<file path="src/rtl/ps2h_pkg.sv">
package ps2h_pkg;

    localparam int ADDR_W = 6;
    localparam int BUS_W  = 16;

    // register offsets seen by software
    localparam logic [ADDR_W-1:0] A_CTRL = 6'h00;
    localparam logic [ADDR_W-1:0] A_RXH  = 6'h04;
    localparam logic [ADDR_W-1:0] A_TXH  = 6'h08;
    localparam logic [ADDR_W-1:0] A_STAT = 6'h10;
    localparam logic [ADDR_W-1:0] A_IEN  = 6'h14;
    localparam logic [ADDR_W-1:0] A_IDIS = 6'h18;
    localparam logic [ADDR_W-1:0] A_IMSK = 6'h1C;
    localparam logic [ADDR_W-1:0] A_PSC  = 6'h24;

    // flag positions shared by status, enable, disable and mask
    localparam int B_TXRDY   = 0;
    localparam int B_TXEMPTY = 1;
    localparam int B_RXRDY   = 4;
    localparam int B_OVR     = 5;
    localparam int B_NACK    = 8;
    localparam int B_PAR     = 9;
    localparam logic [BUS_W-1:0] FLAG_BITS = 16'h0333;

    // control strobes
    localparam int C_RXON  = 0;
    localparam int C_RXOFF = 1;
    localparam int C_TXON  = 8;
    localparam int C_TXOFF = 9;
    localparam int C_RST   = 15;

    typedef enum logic [1:0] {
        TX_IDLE,
        TX_HOLD,
        TX_REQ,
        TX_SHIFT
    } tx_state_e;

endpackage

</file>
<file path="src/rtl/ps2h_sync.sv">
module ps2h_sync #(
    parameter int STAGES = 2
) (
    input  logic clk,
    input  logic rst_n,
    input  logic line_i,
    output logic level_o
);

    logic [STAGES-1:0] sh_d, sh_q;

    always_comb begin
        sh_d = {sh_q[STAGES-2:0], line_i};
    end

    always_ff @(posedge clk or negedge rst_n) begin
        if (!rst_n) sh_q <= '1;
        else        sh_q <= sh_d;
    end

    assign level_o = sh_q[STAGES-1];

endmodule

</file>
<file path="src/rtl/ps2h_rx.sv">
module ps2h_rx #(
    parameter int PSC_W        = 12,
    parameter int WDOG_PERIODS = 8
) (
    input  logic             clk,
    input  logic             rst_n,
    input  logic             clr_i,
    input  logic             fall_i,
    input  logic             dat_i,
    input  logic [PSC_W-1:0] psc_i,
    output logic             valid_o,
    output logic [7:0]       byte_o,
    output logic             perr_o
);

    localparam int PER_W = $clog2(WDOG_PERIODS + 1);
    localparam logic [PER_W-1:0] PER_LAST = PER_W'(WDOG_PERIODS - 1);
    localparam logic [3:0] POS_PAR  = 4'd9;
    localparam logic [3:0] POS_STOP = 4'd10;

    typedef struct packed {
        logic [3:0]       pos;
        logic [7:0]       sh;
        logic             perr;
        logic             valid;
        logic [PSC_W-1:0] tick;
        logic [PER_W-1:0] per;
    } rx_s;

    rx_s r_d, r_q;

    always_comb begin
        r_d       = r_q;
        r_d.valid = 1'b0;
        if (clr_i) begin
            r_d.pos  = '0;
            r_d.tick = '0;
            r_d.per  = '0;
        end else if (fall_i) begin
            r_d.tick = '0;
            r_d.per  = '0;
            if (r_q.pos == 4'd0) begin
                if (!dat_i) r_d.pos = 4'd1;
            end else if (r_q.pos < POS_PAR) begin
                r_d.sh  = {dat_i, r_q.sh[7:1]};
                r_d.pos = r_q.pos + 4'd1;
            end else if (r_q.pos == POS_PAR) begin
                r_d.perr = ~(^{r_q.sh, dat_i});
                r_d.pos  = POS_STOP;
            end else begin
                r_d.valid = dat_i;
                r_d.pos   = '0;
            end
        end else if (r_q.pos != 4'd0) begin
            if (({1'b0, r_q.tick} + 1'b1) >= {1'b0, psc_i}) begin
                r_d.tick = '0;
                if (r_q.per == PER_LAST) begin
                    r_d.per = '0;
                    r_d.pos = '0;
                end else begin
                    r_d.per = r_q.per + 1'b1;
                end
            end else begin
                r_d.tick = r_q.tick + 1'b1;
            end
        end
    end

    always_ff @(posedge clk or negedge rst_n) begin
        if (!rst_n) r_q <= '0;
        else        r_q <= r_d;
    end

    assign valid_o = r_q.valid;
    assign byte_o  = r_q.sh;
    assign perr_o  = r_q.perr;

    assert_pos_range_R4: assert property (@(posedge clk) disable iff (!rst_n)
        r_q.pos <= POS_STOP);

    assert_valid_after_stop_R8: assert property (@(posedge clk) disable iff (!rst_n)
        r_q.valid |-> ($past(r_q.pos) == POS_STOP && $past(fall_i)));

endmodule

</file>
<file path="src/rtl/ps2h_tx.sv">
module ps2h_tx
    import ps2h_pkg::*;
#(
    parameter int PSC_W    = 12,
    parameter int MIN_HOLD = 4
) (
    input  logic             clk,
    input  logic             rst_n,
    input  logic             clr_i,
    input  logic             start_i,
    input  logic [7:0]       byte_i,
    input  logic [PSC_W-1:0] psc_i,
    input  logic             fall_i,
    input  logic             dat_i,
    output logic             clk_oe_o,
    output logic             dat_oe_o,
    output logic             busy_o,
    output logic             done_o,
    output logic             nack_o
);

    localparam logic [PSC_W-1:0] HOLD_MIN = PSC_W'(MIN_HOLD);
    localparam logic [3:0]       IDX_ACK  = 4'd10;

    typedef struct packed {
        tx_state_e        st;
        logic [PSC_W-1:0] cnt;
        logic [9:0]       sh;
        logic [3:0]       idx;
        logic             clk_oe;
        logic             dat_oe;
        logic             done;
        logic             nack;
    } tx_s;

    tx_s t_d, t_q;
    logic [PSC_W-1:0] hold_w;

    assign hold_w = (psc_i > HOLD_MIN) ? psc_i : HOLD_MIN;

    always_comb begin
        t_d      = t_q;
        t_d.done = 1'b0;
        if (clr_i) begin
            t_d.st     = TX_IDLE;
            t_d.cnt    = '0;
            t_d.idx    = '0;
            t_d.clk_oe = 1'b0;
            t_d.dat_oe = 1'b0;
        end else begin
            unique case (t_q.st)
                TX_IDLE: if (start_i) begin
                    t_d.st     = TX_HOLD;
                    t_d.cnt    = '0;
                    t_d.idx    = '0;
                    t_d.sh     = {1'b1, ~(^byte_i), byte_i};
                    t_d.clk_oe = 1'b1;
                    t_d.dat_oe = 1'b0;
                end
                TX_HOLD: begin
                    if (t_q.cnt == hold_w - 1'b1) begin
                        t_d.st     = TX_REQ;
                        t_d.dat_oe = 1'b1;
                    end else begin
                        t_d.cnt = t_q.cnt + 1'b1;
                    end
                end
                TX_REQ: begin
                    t_d.st     = TX_SHIFT;
                    t_d.clk_oe = 1'b0;
                end
                TX_SHIFT: if (fall_i) begin
                    if (t_q.idx == IDX_ACK) begin
                        t_d.nack   = dat_i;
                        t_d.done   = 1'b1;
                        t_d.st     = TX_IDLE;
                        t_d.dat_oe = 1'b0;
                    end else begin
                        t_d.dat_oe = ~t_q.sh[0];
                        t_d.sh     = {1'b1, t_q.sh[9:1]};
                        t_d.idx    = t_q.idx + 4'd1;
                    end
                end
                default: t_d.st = TX_IDLE;
            endcase
        end
    end

    always_ff @(posedge clk or negedge rst_n) begin
        if (!rst_n) begin
            t_q    <= '0;
            t_q.st <= TX_IDLE;
        end else begin
            t_q <= t_d;
        end
    end

    assign clk_oe_o = t_q.clk_oe;
    assign dat_oe_o = t_q.dat_oe;
    assign busy_o   = (t_q.st != TX_IDLE);
    assign done_o   = t_q.done;
    assign nack_o   = t_q.nack;

    assert_inhibit_from_start_R10: assert property (@(posedge clk) disable iff (!rst_n)
        $rose(t_q.clk_oe) |-> $past(start_i));

    assert_request_then_release_R10: assert property (@(posedge clk) disable iff (!rst_n)
        (t_q.clk_oe && t_q.dat_oe) |=> (!t_q.clk_oe && t_q.dat_oe));

    assert_done_on_edge_R12: assert property (@(posedge clk) disable iff (!rst_n)
        t_q.done |-> $past(fall_i));

endmodule

</file>
<file path="src/rtl/ps2h_ctrl.sv">
module ps2h_ctrl
    import ps2h_pkg::*;
#(
    parameter int              PSC_W        = 12,
    parameter logic [PSC_W-1:0] PSC_RST     = 12'd100,
    parameter int              WDOG_PERIODS = 8,
    parameter int              SYNC_STAGES  = 2
) (
    input  logic              clk,
    input  logic              rst_n,
    input  logic              bus_wr,
    input  logic              bus_rd,
    input  logic [ADDR_W-1:0] bus_addr,
    input  logic [BUS_W-1:0]  bus_wdata,
    output logic [BUS_W-1:0]  bus_rdata,
    input  logic              ps2_clk_i,
    input  logic              ps2_dat_i,
    output logic              ps2_clk_oe,
    output logic              ps2_dat_oe,
    output logic              irq
);

    localparam int MIN_HOLD = SYNC_STAGES + 2;

    typedef struct packed {
        logic             rx_en;
        logic             tx_en;
        logic [7:0]       rxh;
        logic             rxrdy;
        logic             ovr;
        logic             perr;
        logic             nack;
        logic [7:0]       thr;
        logic             thr_full;
        logic [BUS_W-1:0] imr;
        logic [PSC_W-1:0] psc;
        logic             clk_prev;
    } top_s;

    function automatic top_s top_reset();
        top_s v;
        v          = '0;
        v.psc      = PSC_RST;
        v.clk_prev = 1'b1;
        return v;
    endfunction

    top_s s_d, s_q;

    logic [1:0] line_w, lvl_w;
    logic       fall_w;
    logic       rx_valid, rx_perr;
    logic [7:0] rx_byte;
    logic       tx_busy, tx_done, tx_nack, tx_start;
    logic       soft_w, rhr_rd;
    logic [BUS_W-1:0] stat_w;

    assign line_w = {ps2_dat_i, ps2_clk_i};

    for (genvar g = 0; g < 2; g++) begin : g_sync
        ps2h_sync #(.STAGES(SYNC_STAGES)) sync_i (
            .clk    (clk),
            .rst_n  (rst_n),
            .line_i (line_w[g]),
            .level_o(lvl_w[g])
        );
    end

    assign fall_w   = s_q.clk_prev & ~lvl_w[0];
    assign soft_w   = bus_wr && (bus_addr == A_CTRL) && bus_wdata[C_RST];
    assign rhr_rd   = bus_rd && (bus_addr == A_RXH);
    assign tx_start = s_q.thr_full && s_q.tx_en && !tx_busy;

    ps2h_rx #(.PSC_W(PSC_W), .WDOG_PERIODS(WDOG_PERIODS)) rx_i (
        .clk    (clk),
        .rst_n  (rst_n),
        .clr_i  (soft_w || !s_q.rx_en || tx_busy),
        .fall_i (fall_w),
        .dat_i  (lvl_w[1]),
        .psc_i  (s_q.psc),
        .valid_o(rx_valid),
        .byte_o (rx_byte),
        .perr_o (rx_perr)
    );

    ps2h_tx #(.PSC_W(PSC_W), .MIN_HOLD(MIN_HOLD)) tx_i (
        .clk     (clk),
        .rst_n   (rst_n),
        .clr_i   (soft_w || !s_q.tx_en),
        .start_i (tx_start),
        .byte_i  (s_q.thr),
        .psc_i   (s_q.psc),
        .fall_i  (fall_w),
        .dat_i   (lvl_w[1]),
        .clk_oe_o(ps2_clk_oe),
        .dat_oe_o(ps2_dat_oe),
        .busy_o  (tx_busy),
        .done_o  (tx_done),
        .nack_o  (tx_nack)
    );

    always_comb begin
        stat_w            = '0;
        stat_w[B_TXRDY]   = ~s_q.thr_full;
        stat_w[B_TXEMPTY] = ~s_q.thr_full & ~tx_busy;
        stat_w[B_RXRDY]   = s_q.rxrdy;
        stat_w[B_OVR]     = s_q.ovr;
        stat_w[B_NACK]    = s_q.nack;
        stat_w[B_PAR]     = s_q.perr;
    end

    always_comb begin
        s_d          = s_q;
        s_d.clk_prev = lvl_w[0];

        if (rx_valid) begin
            s_d.ovr   = s_q.rxrdy & ~rhr_rd;
            s_d.rxrdy = 1'b1;
            s_d.perr  = rx_perr;
            s_d.rxh   = rx_byte;
        end else if (rhr_rd) begin
            s_d.rxrdy = 1'b0;
            s_d.ovr   = 1'b0;
            s_d.perr  = 1'b0;
        end

        if (tx_start) s_d.thr_full = 1'b0;
        if (tx_done)  s_d.nack     = tx_nack;

        if (bus_wr) begin
            unique case (bus_addr)
                A_CTRL: begin
                    if (bus_wdata[C_RXON])  s_d.rx_en = 1'b1;
                    if (bus_wdata[C_RXOFF]) s_d.rx_en = 1'b0;
                    if (bus_wdata[C_TXON])  s_d.tx_en = 1'b1;
                    if (bus_wdata[C_TXOFF]) s_d.tx_en = 1'b0;
                end
                A_TXH: begin
                    s_d.thr      = bus_wdata[7:0];
                    s_d.thr_full = 1'b1;
                    s_d.nack     = 1'b0;
                end
                A_IEN:  s_d.imr = s_q.imr | (bus_wdata & FLAG_BITS);
                A_IDIS: s_d.imr = s_q.imr & ~bus_wdata;
                A_PSC:  s_d.psc = bus_wdata[PSC_W-1:0];
                default: ;
            endcase
        end

        if (soft_w) begin
            s_d          = top_reset();
            s_d.psc      = s_q.psc;
            s_d.clk_prev = lvl_w[0];
        end
    end

    always_ff @(posedge clk or negedge rst_n) begin
        if (!rst_n) s_q <= top_reset();
        else        s_q <= s_d;
    end

    always_comb begin
        bus_rdata = '0;
        unique case (bus_addr)
            A_RXH:  bus_rdata[7:0]       = s_q.rxh;
            A_STAT: bus_rdata            = stat_w;
            A_IMSK: bus_rdata            = s_q.imr;
            A_PSC:  bus_rdata[PSC_W-1:0] = s_q.psc;
            default: ;
        endcase
    end

    assign irq = |(stat_w & s_q.imr);

    assert_ovr_needs_byte_R6: assert property (@(posedge clk) disable iff (!rst_n)
        s_q.ovr |-> s_q.rxrdy);

    assert_perr_needs_byte_R5: assert property (@(posedge clk) disable iff (!rst_n)
        s_q.perr |-> s_q.rxrdy);

    assert_read_clears_R7: assert property (@(posedge clk) disable iff (!rst_n)
        (rhr_rd && !rx_valid) |=> (!s_q.rxrdy && !s_q.ovr && !s_q.perr));

    assert_mask_bits_only_R9: assert property (@(posedge clk) disable iff (!rst_n)
        (s_q.imr & ~FLAG_BITS) == '0);

    assert_enable_sets_R9: assert property (@(posedge clk) disable iff (!rst_n)
        (bus_wr && bus_addr == A_IEN) |=>
        ((s_q.imr & $past(bus_wdata & FLAG_BITS)) == $past(bus_wdata & FLAG_BITS)));

    assert_tx_needs_enable_R3: assert property (@(posedge clk) disable iff (!rst_n)
        $rose(ps2_clk_oe) |-> $past(s_q.tx_en));

endmodule

</file>
<file path="config.mk">
export PLATFORM = sky130hd
export DESIGN_NAME = ps2h_ctrl
export DESIGN_NICKNAME = d
export VERILOG_FILES = /design/src/rtl/ps2h_pkg.sv /design/src/rtl/ps2h_sync.sv /design/src/rtl/ps2h_rx.sv /design/src/rtl/ps2h_tx.sv /design/src/rtl/ps2h_ctrl.sv
export SDC_FILE = /design/constraint.sdc
export NUM_CORES = 1
export LEC_CHECK = 0
export ABC_AREA = 0
export BUFFER_PORTS_ARGS = -buffer_cell sky130_fd_sc_hd__buf_4
export CORE_ASPECT_RATIO = 1.4
export CORE_MARGIN = 5
export CORE_UTILIZATION = 60
export DETAILED_ROUTE_END_ITERATION = 8
export PLACE_DENSITY = 0.79
export SLEW_MARGIN = 15
export SYNTH_ARGS = -nofsm -noshare
export SYNTH_HDL_FRONTEND = slang
export SYNTH_HIERARCHICAL = 1
export SYNTH_SLANG_ARGS = --single-unit
</file>
<file path="constraint.sdc">
create_clock -name clk -period 5.11 [get_ports clk]
set_clock_uncertainty 0.05 [all_clocks]
set_input_delay 1.022 -clock clk [delete_from_list [all_inputs] [get_ports clk]]
set_output_delay 1.022 -clock clk [all_outputs]
set_load 0.05 [all_outputs]
</file>
== Word-level counts from Yosys, hierarchy flattened ==
Index checks and enable logic that the tools add are counted.
Word-level totals
  register bits: 118
  output and inout port bits: 19
  word-level logic and storage cells: 192
  input bits: 28
Operators by class
  eq/ne operators: 24
  bitwise logic cells: 19
  add/sub/neg operators: 7
  order comparisons: 3
  reduce and logical (&&, ||, !) cells: 51
  mux-type cells: 60
Operators by type and width (number)
  $mux W52: 1
  $mux W12: 4
  $mux W16: 3
  $mux W4: 12
  $mux W14: 3
  $mux W38: 1
  $pmux W16 S2: 1
  $pmux W8 S4: 1
  $mux W30: 1
  $reduce_bool A3 Y1: 10
  $pmux W14 S2: 1
  $add A12 B1 Y12 const B: 2
  $eq A6 B5 Y1 const B: 4
  $pmux W12 S2: 1
  $reduce_and A4 Y1: 6
  $and A10 B16 Y16: 1
  $and A16 B16 Y16: 1
  $mux W2: 8
  $not A16 Y16: 1
  $or A16 B10 Y16: 1
  $reduce_or A16 Y1: 1
  $add A12 B1 Y13 const B: 1
  $ge A13 B12 Y1: 1
  $mux W1: 13
  40 further kinds: 85

== Longest topological paths before layout ==
  depth after elaboration: 7
  depth in mapped cells: 15
  gate-level depth less buffers: 13

== By module ==
Netlist, hierarchy kept.
Modules (own cells, without submodules)
  ps2h_ctrl: area each 2590.0 µm², seq. area each 1306.3 µm², times used 1, cells each 238
  ps2h_tx: area each 2381.0 µm², seq. area each 800.8 µm², times used 1, cells each 271
  ps2h_rx: area each 2109.5 µm², seq. area each 750.7 µm², times used 1, cells each 231
  ps2h_sync: area each 52.6 µm², seq. area each 52.6 µm², times used 2, cells each 2

== Worst setup path before layout ==
No wires, ideal clock.
  path kind: input to output
  from: input bus_addr[1]
  to: output bus_rdata[0]
  stages on the path: 2
  arrival time: 2.800 ns
  required time: 4.038 ns
  path slack: 1.238 ns
  path through: or4_4 o31ai_1
On the way
  word-level cells in the longest chain between the ends: 2
Ends and longest elaborated chain
  from (decl): RTL line ps2h_ctrl.sv:13  | input logic [ADDR_W-1:0] bus_addr,
  $eq A6 B6 Y1, or another cell as far along: RTL line ps2h_ctrl.sv:164  | unique case (bus_addr)
  $pmux W8 S4 *: RTL line ps2h_ctrl.sv:164
  to (decl): RTL line ps2h_ctrl.sv:15  | output logic [BUS_W-1:0] bus_rdata,
Mark *: on every way between the ends. The rest lies on a longest branch, timed or not.

== Worst setup path in the final report ==
  from: register s_q[10] in the netlist's numbering
  to: register tx_i/t_q[29] in the netlist's numbering
On the way
  word-level cells in the longest chain between the ends: 6
Ends and longest elaborated chain
  from (decl): RTL line ps2h_ctrl.sv:48  | top_s s_d, s_q;
  from (signal assigned): RTL line ps2h_ctrl.sv:158  | if (!rst_n) s_q <= top_reset();
  $gt A12 B3 Y1: RTL line ps2h_tx.sv:39  | assign hold_w = (psc_i > HOLD_MIN) ? psc_i : HOLD_MIN;
  $mux W12 *: RTL line ps2h_tx.sv:39
  $sub A12 B1 Y12 *: RTL line ps2h_tx.sv:61  | if (t_q.cnt == hold_w - 1'b1) begin
  $eq A12 B12 Y1 *: RTL line ps2h_tx.sv:61
  $ne A3 B2 Y1 (no source line) *
  $reduce_and A3 Y1 (no source line) *
  to (signal assigned): RTL line ps2h_tx.sv:94  | t_q <= t_d;
  to (decl): RTL line ps2h_tx.sv:36  | tx_s t_d, t_q;
Marks and branches as above.
A chain may end at the register's enable or synchronous reset.

==> reports/summary.md <==
The flow ran to the end, and the final reports show no timing, DRC or antenna violations. The total detailed-routing wirelength was 18100 um; the total net switching power was 861 uW. After detailed routing, the number of vias per cell comes to 6.35. Synthesis instantiated 83 different standard cells from the library. The worst min-delay path startpoint is g_sync[0].sync_i/sh_q[0]$_DFF_PN1_.

Standard cell with the maximum stage delay on the critical path: sky130_fd_sc_hd__or4b_2. The run gives 0 as the count of cells resized by post-cts repair. The core footprint was 0.0118 sq mm; the effective utilization at floorplan was 61.1%.

The largest vdd supply drop came out at 244 uV. The final instance area was 0.00811 sq mm. 0 antenna diodes ended up in the layout. The arrival time at the worst endpoint is 4.42 ns, and the fraction of final layout cells sized beyond drive strength 1 is 19.2%. The final total negative setup slack was 0 ns; the maximum clock rate was 240 MHz. The run gives 41.2% as the share of the yosys chip area belonging to registers.

The most common cell in the synthesized netlist is sky130_fd_sc_hd__dfrtp_1. The portion of total power attributed to sequential cells was 40.7%; the total global routing track utilization was 26.6%. Proportion of netlist area held by the largest area contributor: 38.3%.

The portion of total power attributed to the clock network is 41.0%. Type of element launching the critical path: a register. The tools report the count of standard-cell rows as 47.

The worst min-delay path endpoint is g_sync[0].sync_i/sh_q[1]$_DFF_PN1_. Type of the worst setup path: reg -> reg. The area added between synthesis and finish works out to 12.8%. Net switching is 30.9% of the power. The die is 139 um tall. For the deepest level of the CTS H-tree, the log shows 4.

Net count of the finished layout: 829. The worst register-to-register path begins at s_q[10]$_DFFE_PN0P_. CTS placed an instance of sky130_fd_sc_hd__clkbuf_16 at the clock tree root.

TritonCTS built the clock tree. The HPWL reported at the end of detailed placement is 13000 um, and the number of logic stages on the critical path including buffering is 12. Traced cell by cell, the critical path runs through or4_4, nor2_1, nand2_1, o21ai_0, ha_1, nand3b_1, or4b_2, and4_1, o21ai_2, nor2_2, or3_1, a31o_2. The tools report the total I/O pin count as 47. After layout, the worst path uses 81.7% of the clock period. The leading area contributor after synthesis was sky130_fd_sc_hd__dfrtp_1.

Worst path required time: 5.36 ns. Setup repair after global routing left no endpoint under its margin. The worst slew margin relative to its limit was 38.6%.

The count of buffers from port buffering came out at 46. Yosys mapped a number of flops with a built-in enable equal to 0. The cell family contributing the most delay on the critical path is simple AND/OR/NAND/NOR gates.

The run gives 54 as the maximum number of pins on one net before global-route repair. The static leakage power came out at 0.00381 uW. The run gives 6 as the first-pass detailed-route iteration total. The tools report the reg-to-reg endpoint as tx_i/t_q[29]$_DFFE_PN0P_. In this run, CTS created clock tree buffers numbering 17. Counting instances, the worst hold path has a depth of 0.

The power per standard cell area works out to 343 mW/mm^2. For the clock latency of the later-clocked register in the worst-skew pair, the log shows 0.42 ns. In this run the post-CTS setup repair buffer count came out at 0.

The antenna violation net count after detailed routing is 0, and the minimum setup slack among reg-to-reg paths is 0.94 ns. Of the total power, combinational logic draws 18.3%. The die is 102 um wide. The logs give 0 for the post-route DRC violation count and 0.926 for the final weighted congestion in routability-driven placement. Setup violations remaining at the end of the flow were counted as 0.

The path category of the worst min-delay check was reg -> reg. The tools report the initial antenna violation count as 0. In the synthesized netlist the dominant register cell turns out to be sky130_fd_sc_hd__dfrtp_1.

After detailed routing, the average wire length per cell comes to 19.4 um. Category of the worst setup path capture point: a register. The post-synthesis cell area was 0.00719 sq mm.

Across all layers, the routed design uses 5928 vias. The critical path buffer and inverter count came out at 0. In this design, the stage delay of the slowest critical-path cell is 0.65 ns. The number of max-slew violations in the final report is 0, and the buffer depth of the longest clock path is 2. Counting flops and latches in the post-synthesis netlist gives 118. The first global-routing pass estimated 30200 um of wire. The placement-stage worst setup slack was 1.00 ns; the final period demand of the worst path was 4.17 ns. The internal portion of the total power is 1920 uW. In this run, post-CTS hold repair placed 0 buffers. Clock-pin slew reported for the worst setup and hold paths after clock tree synthesis: 0.06 ns.

In the synthesized netlist, the number of instances is 744. The tools report the die area as 0.0143 sq mm. By area the synthesized netlist is led by sky130_fd_sc_hd__dfrtp_1, sky130_fd_sc_hd__ha_1, sky130_fd_sc_hd__nand2_1. Measured in cells, the most critical reg-to-reg path has a length of 12. The total count of hold-check failures in the final report came out at 0. Sorting the synthesized cells by how often they occur yields sky130_fd_sc_hd__dfrtp_1, sky130_fd_sc_hd__nand2_1, sky130_fd_sc_hd__nor2_1, sky130_fd_sc_hd__a21oi_1, sky130_fd_sc_hd__o21ai_0. A synthesized cell averages 9.66 sq um. Global routing finished with a remaining overflow of 0. Across the run, the number of max-cap violations was 0.

The total clock sinks came out at 118. After filler insertion, the fill cell instance count of the layout stands at 897. The final core utilization is 68.9%. For the pin with the worst max-slew slack, the measured transition is 0.919 ns. The via count of the first global-routing pass is 6107, and the placed cell area is 0.00754 sq mm. The Yosys step of the flow raised 6 warnings. The net count of the mapped netlist is 799, and the share of synthesized registers carrying an async set or reset is 100%. In this run the worst path has a maximum fanout of 10.

After the first detailed-routing iteration, the DRC count stood at 430. The run gives 0.937 ns as the worst-case setup margin in the final layout.
[sequential cells by signal, summed over array words and instances (netlist names)]
register / flops
g_sync.sync_i/sh_q: 4
rx_i/perr_o: 1
tx_i/nack_o: 1
tx_i/dat_oe_o: 1
tx_i/clk_oe_o: 1
tx_i/done_o: 1
rx_i/r_q: 20
rx_i/valid_o: 1
tx_i/t_q: 28
rx_i/byte_o: 8
s_q: 52
[placed cells by master (no fill, tap or decap), types with 5 or more instances in the layout]
master and instances:
sky130_fd_sc_hd__inv_1 29, sky130_fd_sc_hd__mux2_2 12, sky130_fd_sc_hd__buf_4 52, sky130_fd_sc_hd__nand2_1 84, sky130_fd_sc_hd__a22oi_1 7, sky130_fd_sc_hd__a22o_1 8
sky130_fd_sc_hd__nor3_1 11, sky130_fd_sc_hd__nand2b_1 9, sky130_fd_sc_hd__dfrtp_1 110, sky130_fd_sc_hd__a21boi_0 10, sky130_fd_sc_hd__xor2_1 10, sky130_fd_sc_hd__dfstp_2 8
sky130_fd_sc_hd__xnor2_1 25, sky130_fd_sc_hd__a222oi_1 6, sky130_fd_sc_hd__a21o_1 17, sky130_fd_sc_hd__mux2_4 11, sky130_fd_sc_hd__clkinv_4 6, sky130_fd_sc_hd__nor2_1 58
sky130_fd_sc_hd__clkbuf_16 17, sky130_fd_sc_hd__nand3b_1 5, sky130_fd_sc_hd__nor2b_1 8, sky130_fd_sc_hd__mux2i_1 30, sky130_fd_sc_hd__nand4_1 13, sky130_fd_sc_hd__a21oi_1 37
sky130_fd_sc_hd__ha_1 27, sky130_fd_sc_hd__or2_2 5, sky130_fd_sc_hd__or3_1 7, sky130_fd_sc_hd__and2_1 6, sky130_fd_sc_hd__nor4_1 7, sky130_fd_sc_hd__o21ai_0 32
sky130_fd_sc_hd__and3_1 10, sky130_fd_sc_hd__nand3_1 16
[through the flow]
| stage | hold WS, ns | power (uW) | cells |
|---|---|---|---|
| after floorplan | 0.295 | 1480 | 744 |
| after global placement | 0.296 | 1620 | 902 |
| after detailed placement | 0.298 | 1640 | 902 |
| after CTS | 0.310 | 2790 | 934 |
| after global routing | 0.315 | 2910 | 934 |
| final | 0.309 | 2780 | 934 |
[metal layers]
metal / track usage (%) / routed length (um)
met1: 33.3 / 7220
met5: 0 / 0
met3: 4.96 / 918
met4: 12.4 / 524
met2: 43.8 / 9470
[layout make-up]
cell class / count / area (sq um) / share of cell area, %
clock inverter: 13 / 126 / 1.56
clock buffer: 19 / 443 / 5.46
multi-input combinational: 556 / 3890 / 48.0
tap: 147 / 184 / 2.27
inverter: 29 / 109 / 1.34
timing repair buffer: 52 / 390 / 4.81
sequential: 118 / 2960 / 36.5
[worst max-delay path by stage]
stage	from	endpoint	slack, ns
finish	s_q[10]$_DFFE_PN0P_	tx_i/t_q[29]$_DFFE_PN0P_	0.94
global route	s_q[10]$_DFFE_PN0P_	tx_i/t_q[29]$_DFFE_PN0P_	0.64
CTS	s_q[10]$_DFFE_PN0P_	tx_i/t_q[29]$_DFFE_PN0P_	0.97
detailed placement	s_q[10]$_DFFE_PN0P_	tx_i/t_q[29]$_DFFE_PN0P_	1.00
global placement	s_q[11]$_DFFE_PN0P_	tx_i/t_q[29]$_DFFE_PN0P_	1.07
floorplan	bus_addr[1]	bus_rdata[0]	1.24
[cells by family (layout without fill, tap and decap cells)]
| logic type | after synthesis | after routing | synth area share [%] |
|---|---|---|---|
| and+or+nand+nor | 272 | 272 | 20.2 |
| buffers and inverters | 70 | 113 | 4.67 |
| adders and majority gates | 27 | 27 | 4.70 |
| DFF | 118 | 118 | 41.2 |
| xor gates and xnor gates | 35 | 35 | 4.27 |
| AOI/OAI and AO/OA | 169 | 169 | 16.6 |
| muxes | 53 | 53 | 8.36 |
[power by group through the flow]
stage               registers, uW  logic [uW]  clock network, uW
finish                       1130         510               1140
global route                 1140         563               1200
CTS                          1130         505               1160
detailed placement           1140         498                  0
global placement             1140         482                  0
floorplan                    1100         373                  0
Note: power is estimated with default switching activity, not from simulation.
